## config.mk

```make
export PLATFORM = sky130hd
export DESIGN_NAME = regacc_engine
export DESIGN_NICKNAME = d
export VERILOG_FILES = /design/src/rtl/regacc_pkg.sv /design/src/rtl/regacc_decode.sv /design/src/rtl/regacc_seq.sv /design/src/rtl/regacc_rbuf.sv /design/src/rtl/regacc_engine.sv
export SDC_FILE = /design/constraint.sdc
export NUM_CORES = 1
export LEC_CHECK = 0
export BUFFER_PORTS_ARGS = -buffer_cell sky130_fd_sc_hd__buf_2
export CAP_MARGIN = 20
export CORE_MARGIN = 3
export CORE_UTILIZATION = 56
export DETAILED_ROUTE_END_ITERATION = 8
export GPL_TIMING_DRIVEN = 0
export HOLD_SLACK_MARGIN = 0.06
export PLACE_DENSITY = 0.86
export SLEW_MARGIN = 20
export SYNTH_ARGS = -nofsm -noshare
export SYNTH_HDL_FRONTEND = slang
export SYNTH_HIERARCHICAL = 1
export SYNTH_SLANG_ARGS = --single-unit
```

## constraint.sdc

```tcl
create_clock -name clk -period 8.1 [get_ports clk]
set_clock_uncertainty 0.2 [all_clocks]
set_input_delay 1.215 -clock clk [delete_from_list [all_inputs] [get_ports clk]]
set_output_delay 1.215 -clock clk [all_outputs]
set_load 0.01 [all_outputs]
```

## src/rtl/regacc_pkg.sv

```systemverilog
package regacc_pkg;

  // command word layout shared with the mailbox block
  localparam int CMD_W     = 32;
  localparam int CODE_LSB  = 0;
  localparam int OPSEL_LSB = 12;
  localparam int SIZE_LSB  = 16;
  localparam int ADDR_W    = 16;
  localparam int BYTE_W    = 8;

  // write-buffer positions of the read-modify-write operands
  localparam int RMW_VAL_IX = 2;
  localparam int RMW_MSK_IX = 3;
  localparam logic [7:0] RMW_SIZE = 8'd4;

  localparam logic [7:0] ERR_NONE  = 8'h00;
  localparam logic [7:0] ERR_CODE  = 8'h01;
  localparam logic [7:0] ERR_OPSEL = 8'h02;
  localparam logic [7:0] ERR_SIZE  = 8'h03;

  typedef enum logic [1:0] {
    OP_WR  = 2'd0,
    OP_RD  = 2'd1,
    OP_RMW = 2'd2,
    OP_BAD = 2'd3
  } op_e;

  typedef enum logic [2:0] {
    S_IDLE,
    S_ISSUE,
    S_GAP,
    S_MERGE,
    S_TAIL,
    S_FIN
  } seq_st_e;

endpackage

```

## src/rtl/regacc_decode.sv

```systemverilog
module regacc_decode
  import regacc_pkg::*;
#(
  parameter int         MAX_ITEMS = 5,
  parameter int         CNT_W     = 3,
  parameter logic [7:0] MSG_CODE  = 8'hFF
) (
  input  logic [CMD_W-1:0] cmd_i,
  output op_e              op_o,
  output logic [CNT_W-1:0] count_o,
  output logic [7:0]       err_o
);

  logic [7:0] code;
  logic [3:0] opsel;
  logic [7:0] size;
  logic       size_ok;
  logic       unused_cmd_bits;

  assign code  = cmd_i[CODE_LSB +: 8];
  assign opsel = cmd_i[OPSEL_LSB +: 4];
  assign size  = cmd_i[SIZE_LSB +: 8];
  assign unused_cmd_bits = ^{cmd_i[11:8], cmd_i[31:24]};

  always_comb begin
    op_o    = OP_BAD;
    count_o = '0;
    size_ok = 1'b0;
    case (opsel)
      4'd0: begin
        op_o = OP_WR;
        for (int k = 1; k <= MAX_ITEMS; k++) begin
          if (size == 8'(3 * k)) begin
            size_ok = 1'b1;
            count_o = CNT_W'(k);
          end
        end
      end
      4'd1: begin
        op_o = OP_RD;
        for (int k = 1; k <= MAX_ITEMS; k++) begin
          if (size == 8'(2 * k)) begin
            size_ok = 1'b1;
            count_o = CNT_W'(k);
          end
        end
      end
      4'd2: begin
        op_o = OP_RMW;
        if (size == RMW_SIZE) begin
          size_ok = 1'b1;
          count_o = CNT_W'(1);
        end
      end
      default: op_o = OP_BAD;
    endcase
  end

  // priority: message code, then operation select, then size
  always_comb begin
    if (code != MSG_CODE)    err_o = ERR_CODE;
    else if (op_o == OP_BAD) err_o = ERR_OPSEL;
    else if (!size_ok)       err_o = ERR_SIZE;
    else                     err_o = ERR_NONE;
  end

endmodule

```

## src/rtl/regacc_seq.sv

```systemverilog
module regacc_seq
  import regacc_pkg::*;
#(
  parameter int BUF_BYTES = 16,
  parameter int MAX_ITEMS = 5,
  parameter int CNT_W     = 3
) (
  input  logic                    clk,
  input  logic                    rst,
  input  logic                    start_i,
  input  logic [BUF_BYTES*8-1:0]  wbuf_i,
  input  op_e                     dec_op_i,
  input  logic [CNT_W-1:0]        dec_count_i,
  input  logic [7:0]              dec_err_i,
  input  logic [BYTE_W-1:0]       rf_rdata_i,
  output logic                    rf_en_o,
  output logic                    rf_we_o,
  output logic [ADDR_W-1:0]       rf_addr_o,
  output logic [BYTE_W-1:0]       rf_wdata_o,
  output logic                    rd_v_o,
  output logic [CNT_W-1:0]        rd_idx_o,
  output logic                    clr_o,
  output logic                    done_o,
  output logic [7:0]              err_o
);

  localparam int BIW = $clog2(BUF_BYTES);

  seq_st_e          st_q;
  op_e              op_q;
  logic [CNT_W-1:0] cnt_q;
  logic [CNT_W-1:0] idx_q;
  logic [BYTE_W-1:0] buf_q [BUF_BYTES];
  logic [BIW-1:0]   lo_ix, hi_ix, dat_ix;
  logic             accept;

  assign accept = (st_q == S_IDLE) && start_i;
  assign clr_o  = accept && (dec_err_i == ERR_NONE) && (dec_op_i == OP_RD);

  // item addressing inside the latched write buffer
  assign lo_ix  = BIW'(idx_q) << 1;
  assign hi_ix  = lo_ix + 1'b1;
  assign dat_ix = (BIW'(cnt_q) << 1) + BIW'(idx_q);

  // write-buffer copy, no reset so it can map to distributed RAM
  always_ff @(posedge clk) begin
    if (accept) begin
      for (int b = 0; b < BUF_BYTES; b++) buf_q[b] <= wbuf_i[8*b +: 8];
    end
  end

  always_ff @(posedge clk) begin
    if (rst) begin
      st_q       <= S_IDLE;
      op_q       <= OP_BAD;
      cnt_q      <= '0;
      idx_q      <= '0;
      rf_en_o    <= 1'b0;
      rf_we_o    <= 1'b0;
      rf_addr_o  <= '0;
      rf_wdata_o <= '0;
      rd_v_o     <= 1'b0;
      rd_idx_o   <= '0;
      done_o     <= 1'b0;
      err_o      <= ERR_NONE;
    end else begin
      rf_en_o <= 1'b0;
      rd_v_o  <= 1'b0;
      done_o  <= 1'b0;
      case (st_q)
        S_IDLE: begin
          if (start_i) begin
            op_q  <= dec_op_i;
            cnt_q <= dec_count_i;
            idx_q <= '0;
            err_o <= dec_err_i;
            st_q  <= (dec_err_i != ERR_NONE) ? S_FIN : S_ISSUE;
          end
        end
        S_ISSUE: begin
          rf_en_o    <= 1'b1;
          rf_we_o    <= (op_q == OP_WR);
          rf_addr_o  <= {buf_q[hi_ix], buf_q[lo_ix]};
          rf_wdata_o <= buf_q[dat_ix];
          rd_v_o     <= (op_q == OP_RD);
          rd_idx_o   <= idx_q;
          idx_q      <= idx_q + 1'b1;
          if (idx_q == cnt_q - 1'b1) st_q <= (op_q == OP_RMW) ? S_GAP : S_TAIL;
        end
        S_GAP: st_q <= S_MERGE;   // read data lands on the port
        S_MERGE: begin
          rf_en_o    <= 1'b1;
          rf_we_o    <= 1'b1;
          rf_wdata_o <= (rf_rdata_i & ~buf_q[RMW_MSK_IX]) |
                        (buf_q[RMW_VAL_IX] & buf_q[RMW_MSK_IX]);
          st_q       <= S_TAIL;
        end
        S_TAIL: st_q <= S_FIN;    // last access completes, last result captured
        S_FIN: begin
          done_o <= 1'b1;
          st_q   <= S_IDLE;
        end
        default: st_q <= S_IDLE;
      endcase
    end
  end

  AST_RMW_SAME_ADDR: assert property (@(posedge clk) disable iff (rst)
    (rf_en_o && rf_we_o && op_q == OP_RMW) |->
      ($past(rf_en_o, 2) && !$past(rf_we_o, 2) && rf_addr_o == $past(rf_addr_o, 2)));

  AST_ISSUE_WITHIN_COUNT: assert property (@(posedge clk) disable iff (rst)
    (st_q == S_ISSUE) |-> (idx_q < cnt_q));

endmodule

```

## src/rtl/regacc_rbuf.sv

```systemverilog
module regacc_rbuf
  import regacc_pkg::*;
#(
  parameter int BUF_BYTES = 16,
  parameter int MAX_ITEMS = 5,
  parameter int CNT_W     = 3
) (
  input  logic                   clk,
  input  logic                   rst,
  input  logic                   clr_i,
  input  logic                   rd_v_i,
  input  logic [CNT_W-1:0]       rd_idx_i,
  input  logic [BYTE_W-1:0]      rdata_i,
  output logic [BUF_BYTES*8-1:0] rbuf_o
);

  logic             pend_v;
  logic [CNT_W-1:0] pend_idx;

  // the port answers one cycle after the access strobe
  always_ff @(posedge clk) begin
    if (rst) begin
      pend_v   <= 1'b0;
      pend_idx <= '0;
    end else begin
      pend_v   <= rd_v_i;
      pend_idx <= rd_idx_i;
    end
  end

  for (genvar b = 0; b < BUF_BYTES; b++) begin : g_byte
    if (b < MAX_ITEMS) begin : g_cap
      logic [BYTE_W-1:0] byte_q;
      always_ff @(posedge clk) begin
        if (rst || clr_i)                      byte_q <= '0;
        else if (pend_v && int'(pend_idx) == b) byte_q <= rdata_i;
      end
      assign rbuf_o[8*b +: 8] = byte_q;
    end else begin : g_zero
      assign rbuf_o[8*b +: 8] = '0;
    end
  end

  AST_CAPTURE_IN_RANGE: assert property (@(posedge clk) disable iff (rst)
    pend_v |-> (int'(pend_idx) < MAX_ITEMS));

endmodule

```

## src/rtl/regacc_engine.sv

```systemverilog
module regacc_engine
  import regacc_pkg::*;
#(
  parameter int         BUF_BYTES = 16,
  parameter int         MAX_ITEMS = 5,
  parameter logic [7:0] MSG_CODE  = 8'hFF
) (
  input  logic                   clk,
  input  logic                   rst,
  input  logic                   start_i,
  input  logic [31:0]            cmd_i,
  input  logic [BUF_BYTES*8-1:0] wbuf_i,
  output logic                   rf_en_o,
  output logic                   rf_we_o,
  output logic [15:0]            rf_addr_o,
  output logic [7:0]             rf_wdata_o,
  input  logic [7:0]             rf_rdata_i,
  output logic [BUF_BYTES*8-1:0] rbuf_o,
  output logic                   done_o,
  output logic [7:0]             err_code_o
);

  localparam int CNT_W = $clog2(MAX_ITEMS + 1);

  op_e              dec_op;
  logic [CNT_W-1:0] dec_count;
  logic [7:0]       dec_err;
  logic             rd_v;
  logic [CNT_W-1:0] rd_idx;
  logic             clr;

  regacc_decode #(
    .MAX_ITEMS(MAX_ITEMS), .CNT_W(CNT_W), .MSG_CODE(MSG_CODE)
  ) u_decode (
    .cmd_i   (cmd_i),
    .op_o    (dec_op),
    .count_o (dec_count),
    .err_o   (dec_err)
  );

  regacc_seq #(
    .BUF_BYTES(BUF_BYTES), .MAX_ITEMS(MAX_ITEMS), .CNT_W(CNT_W)
  ) u_seq (
    .clk         (clk),
    .rst         (rst),
    .start_i     (start_i),
    .wbuf_i      (wbuf_i),
    .dec_op_i    (dec_op),
    .dec_count_i (dec_count),
    .dec_err_i   (dec_err),
    .rf_rdata_i  (rf_rdata_i),
    .rf_en_o     (rf_en_o),
    .rf_we_o     (rf_we_o),
    .rf_addr_o   (rf_addr_o),
    .rf_wdata_o  (rf_wdata_o),
    .rd_v_o      (rd_v),
    .rd_idx_o    (rd_idx),
    .clr_o       (clr),
    .done_o      (done_o),
    .err_o       (err_code_o)
  );

  regacc_rbuf #(
    .BUF_BYTES(BUF_BYTES), .MAX_ITEMS(MAX_ITEMS), .CNT_W(CNT_W)
  ) u_rbuf (
    .clk      (clk),
    .rst      (rst),
    .clr_i    (clr),
    .rd_v_i   (rd_v),
    .rd_idx_i (rd_idx),
    .rdata_i  (rf_rdata_i),
    .rbuf_o   (rbuf_o)
  );

  AST_DONE_PULSE: assert property (@(posedge clk) disable iff (rst)
    done_o |=> !done_o);

  AST_REJECT_NO_ACCESS: assert property (@(posedge clk) disable iff (rst)
    (done_o && err_code_o != ERR_NONE) |-> (!rf_en_o && !$past(rf_en_o)));

  AST_REJECT_KEEPS_RBUF: assert property (@(posedge clk) disable iff (rst)
    (done_o && err_code_o != ERR_NONE) |-> $stable(rbuf_o));

endmodule

```

* After elaboration in Yosys (flattened, before gate mapping)
Memory sizes are Yosys's and may differ from the RTL's. A register that Yosys moved wholly into a read port is not among the register bits.
Cells that the tools add are included.
** Operators by class
- Add/subtract/negate cells :: 4
- $mul :: 0
- Divide/modulo/power cells :: 0
- $lt $le $gt $ge :: 0
- Eq/ne operators :: 28
- Shift-type cells :: 0
- Muxes and demuxes :: 41
- Bitwise operators :: 5
- Reductions and logical operators :: 22
** Operator list (count)
- $eq 8x4->1 const B :: 5
- $mux 3 :: 9
- $mux 1 :: 18
- $and 8x8->8 :: 2
- $eq 8x2->1 const B :: 2
- $eq 8x3->1 const B :: 2
- $mux 8 :: 2
- $pmux 8 s2 :: 1
- $eq 3x3->1 const B :: 5
- $pmux 3 s5 :: 1
- $mux 2 :: 5
- $eq 3x2->1 const B :: 3
- $pmux 3 s3 :: 1
- $logic_and 1x1->1 :: 8
- $logic_not 8->1 :: 1
- $ne 8x8->1 const B :: 1
- $not 8->8 :: 1
- $or 8x8->8 :: 1
- $reduce_bool 8->1 :: 1
- $logic_not 3->1 :: 2
- $pmux 2 s3 :: 1
- $pmux 3 s2 :: 1
- $reduce_and 2->1 :: 3
- $add 4x1->4 const B :: 1
- other kinds (19) :: 23
** Word-level totals
- Flip-flop bits (word level) :: 78
- Latch bits :: 0
- RAM bits :: 128
- Memory bits (read-only) :: 0
- Input bits :: 171
- Output and inout port bits :: 163
- Memories kept :: 1
** Memories
- u_seq.buf_q :: words 16, width 8, read ports 5, clocked after Yosys merged registers in 2, write ports 16, line regacc_seq.sv:33 : logic [BYTE_W-1:0] buf_q [BUF_BYTES];

* Longest topological paths before layout
- Depth after elaboration :: 14
- Mapped depth :: 12
- Gate-level depth less buffers :: 10

* Hierarchy
Netlist, hierarchy kept.
** By module, submodules not included
- regacc_seq :: times used 1, cells each 522, area an instance 8071.5 um^2, seq. area each 4844.6 um^2
- regacc_rbuf :: times used 1, cells each 247, area an instance 2543.7 um^2, seq. area each 880.8 um^2
- regacc_decode :: times used 1, cells each 58, area an instance 377.9 um^2, seq. area each 0.0 um^2

* Worst setup path before layout
No wires, ideal clock.
- Path type :: input to register
- From :: input start_i
- To :: memory u_seq.buf_q[0][0], enable pin
- Library setup time :: 0.433 ns
- Arrival time :: 3.166 ns
- Required time :: 7.467 ns
- Slack :: 4.301 ns
- Cell stages on the path :: 3
- Path buffers :: 1
- Cell sequence :: nand3b_1 inv_1 buf_2
** RTL lines
- start, declared :: line regacc_engine.sv:10 : input logic start_i,
- end, declared :: line regacc_seq.sv:33

* Worst setup path after layout
- From :: register u_seq.idx_q[2]
- To :: register u_seq.rf_wdata_o[5]
** On the way
- Cells in the longest elaborated chain, start to end :: 3
** RTL lines
- start, declared :: line regacc_seq.sv:32 : logic [CNT_W-1:0] idx_q;
- start signal, assigned :: line regacc_seq.sv:87 : idx_q <= idx_q + 1'b1;
- $add 4x3->4 :: line regacc_seq.sv:43 : assign dat_ix = (BIW'(cnt_q) << 1) + BIW'(idx_q);
- $mem_v2 16x8
- $pmux 8 s2 :: line regacc_seq.sv:70 : case (st_q)
- end signal, assigned :: line regacc_seq.sv:84 : rf_wdata_o <= buf_q[dat_ix];
- end signal, assigned :: line regacc_seq.sv:94 : rf_wdata_o <= (rf_rdata_i & ~buf_q[RMW_MSK_IX]) |
- end, declared :: line regacc_seq.sv:19 : output logic [BYTE_W-1:0] rf_wdata_o,
No other way between the ends.
A chain may end at the register's enable or synchronous reset.

==> impl_results.md <==
* Nets at 1350
* RSZ-0062 raised after global routing: no
* Latest clock arrival within the worst-skew pair at 0.50 ns
* Clock sink count at 222
* Maximum VDD drop at 0.0002343 V
* Yosys cell types at 67
* WS Path Type: flop to flop
* Post-synthesis xor/xnor area fraction at 0.008422
* Final slew viol count at 0
* Register area at 5725 um2
* Final wirelength at 29620 um
* WP data arrival at 4.60 ns
* Gr usage total at 0.2653
* Worst hold path class: flop to flop
* Gate Count Post-Synth at 827
* Layout filler cell count at 1356
* Initial antenna violation count at 0
* DR pass1 iterations at 6
* Synth warnings at 6
* Die width at 146.1 um
* Clk buf depth at 3
* Status: complete, no violations
* Ys async rst share at 0
* Number of global-route vias before repair at 7853
* Number of diodes at 0
* Leading area contributor after synthesis: edfxtp_1
* Initial Utilization at 0.5780
* CTS tree: done
* Wire per inst at 20.41 um
* Adder-cell area share of the yosys netlist at 0.005236
* Most common cell in the netlist: edfxtp_1
* Commonest cells post-synth: edfxtp_1, buf_4, dfxtp_1
* Placed cells at 1410
* DRT iter0 DRCs at 729
* Hold path depth at 2
* Clock period minus worst slack at 4.417 ns
* Final Power at 0.003627 W
* Yosys top cell area share at 0.3496
* Die height at 146.1 um
* Average size of a mapped cell at 13.29 um2
* DIE AREA at 21350 um2
* DRT antenna net count at 0
* Resized Gates After CTS at 0
* Final setup viols at 0
* H-tree Lvls at 1
* Worst Max-Slew Pin Slew at 1.061 ns
* Max Cap Viol at 0
* Vias at 7984
* Main synth FF type: edfxtp_1
* Largest family of logic cells by synthesized area: multiplexers
* Setup tns final at 0 ns
* Share of cells above drive strength 1 at 0.4240
* IO Count at 334
* First-pass GRT wire length at 44050 um
* Slew headroom at 0.2828
* Power Dens Cells at 266.2 nW/um2
* DRC Markers at 0
* Gpl congestion at 0.8808
* Synth area leaders: edfxtp_1, dfxtp_1, mux4_2
* Final setup margin at 3.683 ns
* Worst Path Required at 8.28 ns
* Static Leakage at 5.869 nW
* DP Worst Slack at 3.619 ns
* CTS root buf: clkbuf_16
* Hold-fix buffers, CTS at 0
* Max Clock Freq at 226.4 MHz
* Register-to-Register Path Depth at 9
* Core area at 19020 um2
* Final worst-path cycle share at 0.5454
* Sequential-to-total area share from yosys stat at 0.5208
* EDFF count, synth at 128
* Largest net degree at the start of global routing at 85
* Synthesized area at 10990 um2
* Post-DP HPWL at 21700 um
* Post-synthesis sequential element count at 222
* CTS buffer count at 23
* Post-Synth Simple-Gate Area at 0.1216
* Total congestion overflow at 0
* Multi-input combinational cell area at 4447 um2
* Post-synthesis mux area share at 0.1834
* CP max FO at 10
* I/O Buffers at 230
* Final cell count without fillers at 1451
* Postcts setup bufs at 0
* Clock transition at path regs at 0.06 ns
* Synth Area in Compound Gates at 0.05384
* Critical Path End Type: flop
* # rows at 50
* Area Growth Syn to Fin at 23.94%
* Via density at 5.502
* CP Launch Type: flop
* Fin. Hold Viols at 0
==> path summary, 6_finish.rpt <==
kind	start	endpoint	slack, ns
max	u_seq/idx_q[2]$_SDFFE_PP0P_	u_seq/rf_wdata_o[5]$_SDFFE_PP0P_	3.68
min	u_seq/err_o[6]$_SDFFE_PP0P_	u_seq/err_o[6]$_SDFFE_PP0P_	0.25
max reg2reg	u_seq/idx_q[2]$_SDFFE_PP0P_	u_seq/rf_wdata_o[5]$_SDFFE_PP0P_	3.68
min reg2reg	u_seq/err_o[6]$_SDFFE_PP0P_	u_seq/err_o[6]$_SDFFE_PP0P_	0.25
==> layer usage <==
metal	vias to the layer above	global-route usage	part of all wire
li1	3636	-	-
met2	505	0.4501	0.49
met3	83	0.07418	0.11
met4	0	0.09078	0.033
met1	3760	0.3300	0.37
met5	-	0	0
==> critical path, stage by stage (launching register included) <==
cell,delay (ns)
dfxtp_1,0.36
clkbuf_1,0.52
clkinv_1,0.53
clkbuf_1,0.43
fa_1,0.54
xnor2_1,0.74
clkbuf_8,0.35
mux4_4,0.44
nand2_1,0.10
nand4_1,0.09
==> flip-flops by register name, indices dropped and copies added, names as in the netlist <==
name and count:
u_rbuf/g_byte.g_cap.byte_q 40, u_rbuf/pend_idx 3, u_rbuf/pend_v 1, u_seq/buf_q 128, u_seq/cnt_q 3, u_seq/done_o 1
u_seq/err_o 8, u_seq/idx_q 3, u_seq/op_q 2, u_seq/rd_idx_o 3, u_seq/rd_v_o 1, u_seq/rf_addr_o 16
u_seq/rf_en_o 1, u_seq/rf_wdata_o 8, u_seq/rf_we_o 1, u_seq/st_q 3
==> layout by cell type (no fill, tap or decap), drive strengths merged, types with 15 or more instances in the layout <==
cell type	netlist	routed
a22oi	15	15
a21oi	18	18
buf	128	359
or3b	49	49
mux4	59	59
conb	2	94
nor2	33	33
nand2	77	77
mux2i	52	52
edfxtp	128	128
a311oi	17	17
dfxtp	94	94
clkbuf	25	50
==> where the power goes <==
group          internal, W  total (W)  switching (W)
Clock             0.000655    0.00108       0.000429
Sequential         0.00145    0.00158       0.000126
Combinational     0.000440   0.000963       0.000524
==> cell families (layout without fill, tap and decap cells) <==
family | count (synthesis) | in the layout
simple gates | 227 | 227
flops | 222 | 222
buf+inv | 161 | 433
mux | 120 | 120
compound gates | 82 | 82
xor+xnor | 9 | 9
fa+ha+maj | 4 | 4
other cells | 2 | 94
==> metrics by stage <==
stage / hold WS (ns) / util / cell area (um2)
2_1_floorplan: 0.2138 / - / 11340
3_3_place_gp: 0.2231 / 0.6738 / 12810
3_5_place_dp: 0.2457 / 0.6756 / 12850
4_1_cts: 0.2537 / 0.7164 / 13620
5_1_grt: 0.2673 / 0.7164 / 13620
6_report: 0.2527 / 0.7164 / 13620
==> layout make-up <==
class / count / share of cell area
clock inverters: 16 / 0.01341
well taps: 260 / 0.02388
clock buffers: 25 / 0.04353
repair buffers: 231 / 0.08651
flip-flops and latches: 222 / 0.4202
inverters: 8 / 0.002204
plain buffers: 153 / 0.08385
multi-input cells: 536 / 0.3264
No activity file was read; power rests on OpenSTA's default activity.
